### src/rtl/fir_pkg.sv
package fir_pkg;
  localparam int unsigned IDX_FAULT     = 0;
  localparam int unsigned IDX_FAULT_AND = 1;
  localparam int unsigned IDX_FAULT_OR  = 2;
  localparam int unsigned IDX_MASK      = 3;
  localparam int unsigned IDX_MASK_AND  = 4;
  localparam int unsigned IDX_MASK_OR   = 5;
  localparam int unsigned IDX_ACT0      = 6;
  localparam int unsigned IDX_ACT1      = 7;
  localparam int unsigned IDX_FIRST     = 8;
  localparam int unsigned IDX_REPORT0   = 9;
  localparam int unsigned IDX_REPORT1   = 10;
  localparam int unsigned NUM_ACT       = 2;

  typedef struct packed {
    logic fault_wr;
    logic fault_and;
    logic fault_or;
    logic mask_wr;
    logic mask_and;
    logic mask_or;
    logic [NUM_ACT-1:0] act_wr;
    logic first_clr;
    logic unmapped;
  } fir_wr_t;

  typedef enum logic [2:0] {
    RD_ZERO,
    RD_FAULT,
    RD_MASK,
    RD_ACT0,
    RD_ACT1,
    RD_FIRST
  } fir_rd_e;
endpackage

### src/rtl/fir_decode.sv
module fir_decode
  import fir_pkg::*;
#(
  parameter int unsigned ADDR_W = 8
) (
  input  logic              req_i,
  input  logic              we_i,
  input  logic [ADDR_W-1:0] addr_i,
  output fir_wr_t           wr_o,
  output fir_rd_e           rd_sel_o
);
  localparam int unsigned IDX_W = ADDR_W - 3;

  logic [IDX_W-1:0] idx;
  logic             wr_en;

  assign idx   = addr_i[ADDR_W-1:3];
  assign wr_en = req_i & we_i;

  always_comb begin
    wr_o     = '0;
    rd_sel_o = RD_ZERO;
    case (idx)
      IDX_W'(IDX_FAULT):     begin wr_o.fault_wr  = wr_en; rd_sel_o = RD_FAULT; end
      IDX_W'(IDX_FAULT_AND): begin wr_o.fault_and = wr_en; rd_sel_o = RD_FAULT; end
      IDX_W'(IDX_FAULT_OR):  begin wr_o.fault_or  = wr_en; rd_sel_o = RD_FAULT; end
      IDX_W'(IDX_MASK):      begin wr_o.mask_wr   = wr_en; rd_sel_o = RD_MASK;  end
      IDX_W'(IDX_MASK_AND):  begin wr_o.mask_and  = wr_en; rd_sel_o = RD_MASK;  end
      IDX_W'(IDX_MASK_OR):   begin wr_o.mask_or   = wr_en; rd_sel_o = RD_MASK;  end
      IDX_W'(IDX_ACT0):      begin wr_o.act_wr[0] = wr_en; rd_sel_o = RD_ACT0;  end
      IDX_W'(IDX_ACT1):      begin wr_o.act_wr[1] = wr_en; rd_sel_o = RD_ACT1;  end
      IDX_W'(IDX_FIRST):     begin wr_o.first_clr = wr_en; rd_sel_o = RD_FIRST; end
      IDX_W'(IDX_REPORT0),
      IDX_W'(IDX_REPORT1):   rd_sel_o = RD_ZERO;
      default:               wr_o.unmapped = wr_en;
    endcase
  end
endmodule

### src/rtl/fir_alias_reg.sv
module fir_alias_reg #(
  parameter int unsigned W = 64
) (
  input  logic         clk_i,
  input  logic         rst_ni,
  input  logic         wr_i,
  input  logic         and_i,
  input  logic         or_i,
  input  logic [W-1:0] wdata_i,
  input  logic [W-1:0] set_i,
  output logic [W-1:0] d_o,
  output logic [W-1:0] q_o
);
  logic [W-1:0] q;
  logic [W-1:0] base;

  always_comb begin
    base = q;
    if (wr_i)       base = wdata_i;
    else if (and_i) base = q & wdata_i;
    else if (or_i)  base = q | wdata_i;
  end

  // hardware set bits land after the bus update
  assign d_o = base | set_i;
  assign q_o = q;

  always_ff @(posedge clk_i or negedge rst_ni) begin
    if (!rst_ni) q <= '0;
    else         q <= d_o;
  end

  // R3 (and R5 for the mask instance)
  assert_and_alias_R3: assert property (@(posedge clk_i) disable iff (!rst_ni)
    (and_i && !wr_i && !or_i) |=> q_o == (($past(q_o) & $past(wdata_i)) | $past(set_i)));

  // R4 (and R5 for the mask instance)
  assert_or_alias_R4: assert property (@(posedge clk_i) disable iff (!rst_ni)
    (or_i && !wr_i && !and_i) |=> q_o == ($past(q_o) | $past(wdata_i) | $past(set_i)));

  assert_set_sticks_R10: assert property (@(posedge clk_i) disable iff (!rst_ni)
    1'b1 |=> (q_o & $past(set_i)) == $past(set_i));
endmodule

### src/rtl/fir_first.sv
module fir_first #(
  parameter int unsigned W = 64
) (
  input  logic         clk_i,
  input  logic         rst_ni,
  input  logic         clr_i,
  input  logic [W-1:0] unm_q_i,
  input  logic [W-1:0] unm_d_i,
  output logic [W-1:0] q_o
);
  logic capture;

  assign capture = (unm_q_i == '0) && (unm_d_i != '0);

  always_ff @(posedge clk_i or negedge rst_ni) begin
    if (!rst_ni)      q_o <= '0;
    else if (capture) q_o <= unm_d_i;
    else if (clr_i)   q_o <= '0;
  end

  assert_clear_any_data_R7: assert property (@(posedge clk_i) disable iff (!rst_ni)
    (clr_i && (unm_q_i != '0 || unm_d_i == '0)) |=> q_o == '0);

  assert_hold_R12: assert property (@(posedge clk_i) disable iff (!rst_ni)
    (!clr_i && (unm_q_i != '0 || unm_d_i == '0)) |=> $stable(q_o));
endmodule

### src/rtl/fir_bank.sv
module fir_bank
  import fir_pkg::*;
#(
  parameter int unsigned DATA_W = 64,
  parameter int unsigned ADDR_W = 8
) (
  input  logic              clk_i,
  input  logic              rst_ni,
  input  logic              req_i,
  input  logic              we_i,
  input  logic [ADDR_W-1:0] addr_i,
  input  logic [DATA_W-1:0] wdata_i,
  input  logic [DATA_W-1:0] event_i,
  output logic [DATA_W-1:0] rdata_o,
  output logic              err_o,
  output logic              attn_o
);
  fir_wr_t     wr;
  fir_rd_e     rd_sel;
  logic [DATA_W-1:0] fault_d, fault_q, mask_d, mask_q, first_q;
  logic [DATA_W-1:0] act_q [NUM_ACT];
  logic [DATA_W-1:0] unm_q, unm_d, rd_mux;

  fir_decode #(.ADDR_W(ADDR_W)) u_decode (
    .req_i    (req_i),
    .we_i     (we_i),
    .addr_i   (addr_i),
    .wr_o     (wr),
    .rd_sel_o (rd_sel)
  );

  fir_alias_reg #(.W(DATA_W)) u_fault (
    .clk_i   (clk_i),
    .rst_ni  (rst_ni),
    .wr_i    (wr.fault_wr),
    .and_i   (wr.fault_and),
    .or_i    (wr.fault_or),
    .wdata_i (wdata_i),
    .set_i   (event_i),
    .d_o     (fault_d),
    .q_o     (fault_q)
  );

  fir_alias_reg #(.W(DATA_W)) u_mask (
    .clk_i   (clk_i),
    .rst_ni  (rst_ni),
    .wr_i    (wr.mask_wr),
    .and_i   (wr.mask_and),
    .or_i    (wr.mask_or),
    .wdata_i (wdata_i),
    .set_i   ('0),
    .d_o     (mask_d),
    .q_o     (mask_q)
  );

  generate
    for (genvar a = 0; a < NUM_ACT; a++) begin : g_act
      always_ff @(posedge clk_i or negedge rst_ni) begin
        if (!rst_ni)          act_q[a] <= '0;
        else if (wr.act_wr[a]) act_q[a] <= wdata_i;
      end
    end
  endgenerate

  assign unm_q = fault_q & ~mask_q;
  assign unm_d = fault_d & ~mask_d;

  fir_first #(.W(DATA_W)) u_first (
    .clk_i   (clk_i),
    .rst_ni  (rst_ni),
    .clr_i   (wr.first_clr),
    .unm_q_i (unm_q),
    .unm_d_i (unm_d),
    .q_o     (first_q)
  );

  always_comb begin
    case (rd_sel)
      RD_FAULT: rd_mux = fault_q;
      RD_MASK:  rd_mux = mask_q;
      RD_ACT0:  rd_mux = act_q[0];
      RD_ACT1:  rd_mux = act_q[1];
      RD_FIRST: rd_mux = first_q;
      default:  rd_mux = '0;
    endcase
  end

  always_ff @(posedge clk_i or negedge rst_ni) begin
    if (!rst_ni) begin
      rdata_o <= '0;
      err_o   <= 1'b0;
    end else begin
      rdata_o <= (req_i && !we_i) ? rd_mux : '0;
      err_o   <= wr.unmapped;
    end
  end

  assign attn_o = |unm_q;

  assert_err_only_on_write_R9: assert property (@(posedge clk_i) disable iff (!rst_ni)
    err_o |-> $past(req_i && we_i));

  assert_unmapped_no_change_R9: assert property (@(posedge clk_i) disable iff (!rst_ni)
    (wr.unmapped && event_i == '0) |=> ($stable(fault_q) && $stable(mask_q) && $stable(first_q)));

  assert_first_on_attn_R12: assert property (@(posedge clk_i) disable iff (!rst_ni)
    $rose(attn_o) |-> (first_q == (fault_q & ~mask_q)));

  assert_attn_needs_fault_R11: assert property (@(posedge clk_i) disable iff (!rst_ni)
    attn_o |-> (fault_q != '0 && mask_q != '1));
endmodule

### config.mk
export PLATFORM = sky130hd
export DESIGN_NAME = fir_bank
export DESIGN_NICKNAME = d
export VERILOG_FILES = /design/src/rtl/fir_pkg.sv /design/src/rtl/fir_decode.sv /design/src/rtl/fir_alias_reg.sv /design/src/rtl/fir_first.sv /design/src/rtl/fir_bank.sv
export SDC_FILE = /design/constraint.sdc
export NUM_CORES = 1
export LEC_CHECK = 0
export BUFFER_PORTS_ARGS = -buffer_cell sky130_fd_sc_hd__clkbuf_2
export CAP_MARGIN = 5
export CORE_MARGIN = 8
export CORE_UTILIZATION = 40
export DETAILED_ROUTE_END_ITERATION = 10
export GPL_ROUTABILITY_DRIVEN = 0
export HOLD_SLACK_MARGIN = 0.08
export PLACE_DENSITY_LB_ADDON = 0.12
export SETUP_SLACK_MARGIN = 0.4
export SKIP_CTS_REPAIR_TIMING = 1
export SYNTH_ARGS = -nofsm -noshare
export SYNTH_HDL_FRONTEND = slang
export SYNTH_HIERARCHICAL = 1
export SYNTH_SLANG_ARGS = --single-unit
### constraint.sdc
create_clock -name clk_i -period 3.2 [get_ports clk_i]
set_input_delay 0.32 -clock clk_i [delete_from_list [all_inputs] [get_ports clk_i]]
set_output_delay 0.32 -clock clk_i [all_outputs]
set_load 0.02 [all_outputs]
==> results.md <==
* Synth Area in Compound Gates at 18.9%
* Top post-synthesis cells by area: dfrtp_1 (49%), mux2_2 (7.4%), a22oi_1 (7.1%), nor2b_1 (5.8%), o21a_1 (4.8%)
* Layout Nets at 2402
* Netlist Area Pre-Place at 19700 um^2
* Synth Flop Type: dfrtp_1
* Register area share after synthesis at about half
* Synth top area share at 48.8%
* Synth Area per Inst at 10.8 um^2
* Clock transition at the registers of the reported paths at 0.06 ns
* Synthesized instance count at 1834
* Cell taking the most area after synthesis: dfrtp_1
* Final worst path period share at 98.6%
* Commonest cells in the netlist: dfrtp_1 (385), nor2_1 (191), a22oi_1 (188)
* Internal power at between 8000 and 9000 uW
* Final Total Pwr at 12000 uW
* Max transition margin at roughly half
* Synth Area in XOR/XNOR at 0%
* Fillers at 4463
* Largest net degree at the start of global routing at 84
* Mux cell area share after synthesis at 14.3%
* Ports at 206
* Final Non-Filler Cells at 2962
* Synth-to-Final Area Change at 28.3%
* Total gr overflow at 0
* Clock Power Share at 44.2%
* Initial antenna violation count at 2
* FP Rows at 81
* Clk root buf: clkbuf_16
* Part of the power in combinational logic at 11.9%
* Drt wl/cell at 23.7 um
* Final wirelength at 70.3 mm
* Hold_ws at 0.0442 ns
* Die Width at about 240 um
* Hold Path Cell Cnt at 3
* Die area at 56700 um^2
* Number of global-route vias before repair at 16873
* CP peak stage delay at approximately 0.40 ns
* R2R cell count at 8
* Clock tree buffer depth at 3
* Final Skew at 0.0255 ns
* WP data arrival at 3.61 ns
* Port bufs at 202
* Post-route minimum period at approximately 3.2 ns
* CP Launch Type: input port
* Reg2Reg Setup Slack at 0.12 ns
* Peak VDD IR at 0.322 mV
* Initial Util at ~40%
* Cell total after placement at 2800
* Slowest-stage cell, CP: nor4_4
* # DRC at 0
* CTS tree: yes
* Adder-Cell Fraction of Synth Area at 0%
* Die Y at 238 um
* Outcome: finished clean
* First-pass GRT wire length at 104 mm
* Synth cell types at 48
* Clock Sinks at 385
* Crit path depth at 15
* Cts bufs inserted at between 40 and 50
* Vias/cell at about 5.6
* PwrDens at between 400 and 500 nW/um^2
* HPWL after DPL at ~47 mm
* CP Max Fanout at 26
* Core ar. at 48800 um^2
* Slew Limit Fails at 0
* Layout cells sized above 1 at about 28%
* FFs w/ async S/R, synth at 100%
* Final setup viols at 0
* Reg-to-reg startpoint: u_fault/q_o[32]$_DFF_PN0_
* Hold_sp: event_i[10]
* Cell-by-cell trace of the critical path: clkbuf_2 -> nand4bb_4 -> nor4_4 -> bufinv_16 -> buf_4 -> a22oi_1 -> o21ai_1 -> nor2b_1 -> nor4_1 -> buf_4 -> nand4_1 -> nor4_4 -> nor2_8 -> buf_12 -> mux2_1
* CP top delay family: simple AND/OR/NAND/NOR gates
* Sw Ratio at 25.3%
* Total track usage at 23.8%
* Worst hold endpoint: u_fault/q_o[10]$_DFF_PN0_
* Detail Route Antenna Nets at 0
* Yosys reg bits at between 300 and 400
* Count leader, synth: dfrtp_1
* Post-synthesis simple-gate area fraction at between 10 and 15%
* H-tree levels at 2
* WS Path Type: input port to flip-flop
* Drt initial violations at 1182
* Largest family of logic cells by synthesized area: compound AO/OA/AOI/OAI gates
* MaxCap Viol Count at 0
* Hold/Removal Path Class: input port to flip-flop
* Crit end category: flip-flop
* DRT Pass-1 Iters at 5
* RSZ-0062 raised after global routing: true
* Synth warn at 6
* WP buf/inv at 5
* Final Hold Vio Count at 0
* Data required, critical path at 3.65 ns
* Vias at 16507
* Maximum clock frequency at 317 MHz
* FF-to-FF End: u_first/q_o[15]$_DFFE_PN0P_
* LEAKAGE at 0.0117 uW
* Net Sw Power at 3030 uW
* Number of synthesized flops with an enable pin at 0
* Reg power frac at a little over two fifths
* Worst-Skew Late Latency at 0.59 ns
* Slew @ Worst Pin at 0.757 ns
## how the worst max path moves through the flow
stage | startpoint | to | slack (ns)
after global routing | addr_i[6] | u_first/q_o[15]$_DFFE_PN0P_ | -0.03
final | addr_i[6] | u_first/q_o[15]$_DFFE_PN0P_ | 0.05
after CTS | addr_i[6] | u_first/q_o[19]$_DFFE_PN0P_ | -0.22
after detailed placement | addr_i[6] | u_first/q_o[56]$_DFFE_PN0P_ | -0.84
after global placement | addr_i[6] | u_first/q_o[44]$_DFFE_PN0P_ | -0.76
after floorplan | addr_i[6] | u_first/q_o[0]$_DFFE_PN0P_ | 0.18
## tightest hold or removal path: cells and delay by family
family | cells | cell delay (ns)
AO/OA/AOI/OAI | 1 | 0.09
buffers and inverters | 1 | 0.11
AND/OR/NAND/NOR | 1 | 0.05
## power by group through the flow
stage               Sequential, uW  Clock [uW]  Combinational [uW]
floorplan                     5320           0                 785
global placement              5320           0                1330
detailed placement            5340           0                1350
CTS                           5250        5390                1360
global route                  5280        5590                1550
finish                        5250        5300                1430
## registers in the layout, indices dropped and copies added (netlist names)
signal / count
act_q: 128
err_o: 1
rdata_o: 64
u_fault/q_o: 64
u_first/q_o: 64
u_mask/q_o: 64
## placed cells by master, fill, tap and decap left out, drive strengths merged
cell type,count
or2,1
nand4bb,1
a22oi,188
or3b,1
o21ai,128
bufinv,5
or4b,2
nand3b,5
and4,1
a221o,2
dfrtp,385
and3b,1
nor3,5
diode,2
conb,64
nor4b,1
buf,169
nor2,192
o21bai,2
nor4bb,1
a211oi,2
inv,7
o21a,126
or4,2
nor4,53
nand4,11
dlygate4sd3,74
o31ai,1
nand2,2
mux2i,64
a21oi,131
clkinv,3
nand2b,2
nor2b,191
a21bo,1
clkbuf,274
nand4b,1
mux2,193
nor3b,3
and2b,1
## layer usage
layer,global-route usage (%),up-vias,part of all wire [%]
met5,0,-,0.018
met3,3.98,130,5.4
met4,9.08,2,3.3
met1,32.2,8354,45
li1,-,7507,-
met2,38.0,514,47
## cell families (layout without fill, tap and decap cells)
| group | Yosys count | in the layout |
|---|---|---|
| flip-flops | 385 | 385 |
| buffers and inverters | 133 | 532 |
| other | 1 | 66 |
| AO/OA/AOI/OAI | 581 | 581 |
| multiplexers | 257 | 257 |
| AND/OR/NAND/NOR | 477 | 477 |
## cell type report
| cell class | count | area [um^2] | share of cell area (%) |
|---|---|---|---|
| flip-flops and latches | 385 | 9630 | 38.0 |
| clock inverters | 8 | 126 | 0.499 |
| well taps | 664 | 831 | 3.28 |
| inverters | 5 | 58.8 | 0.232 |
| repair inverters | 2 | 17.5 | 0.0692 |
| repair buffers | 444 | 3480 | 13.8 |
| diodes | 2 | 5.00 | 0.0198 |
| multi-input cells | 1379 | 9800 | 38.7 |
| clock buffers | 73 | 1370 | 5.41 |
## stage by stage
step / TNS [ns] / area [um^2] / util [%] / setup WS [ns]
final: 0 / 25300 / 51.8 / 0.0463
after global routing: -0.588 / 25300 / 51.8 / -0.0346
after CTS: -11.84 / 24400 / 49.9 / -0.219
after detailed placement: -51.49 / 22900 / 46.8 / -0.836
after global placement: -47.87 / 22900 / 46.8 / -0.761
after floorplan: 0 / 20100 / - / 0.179
Note: power is estimated with default switching activity, not from simulation.
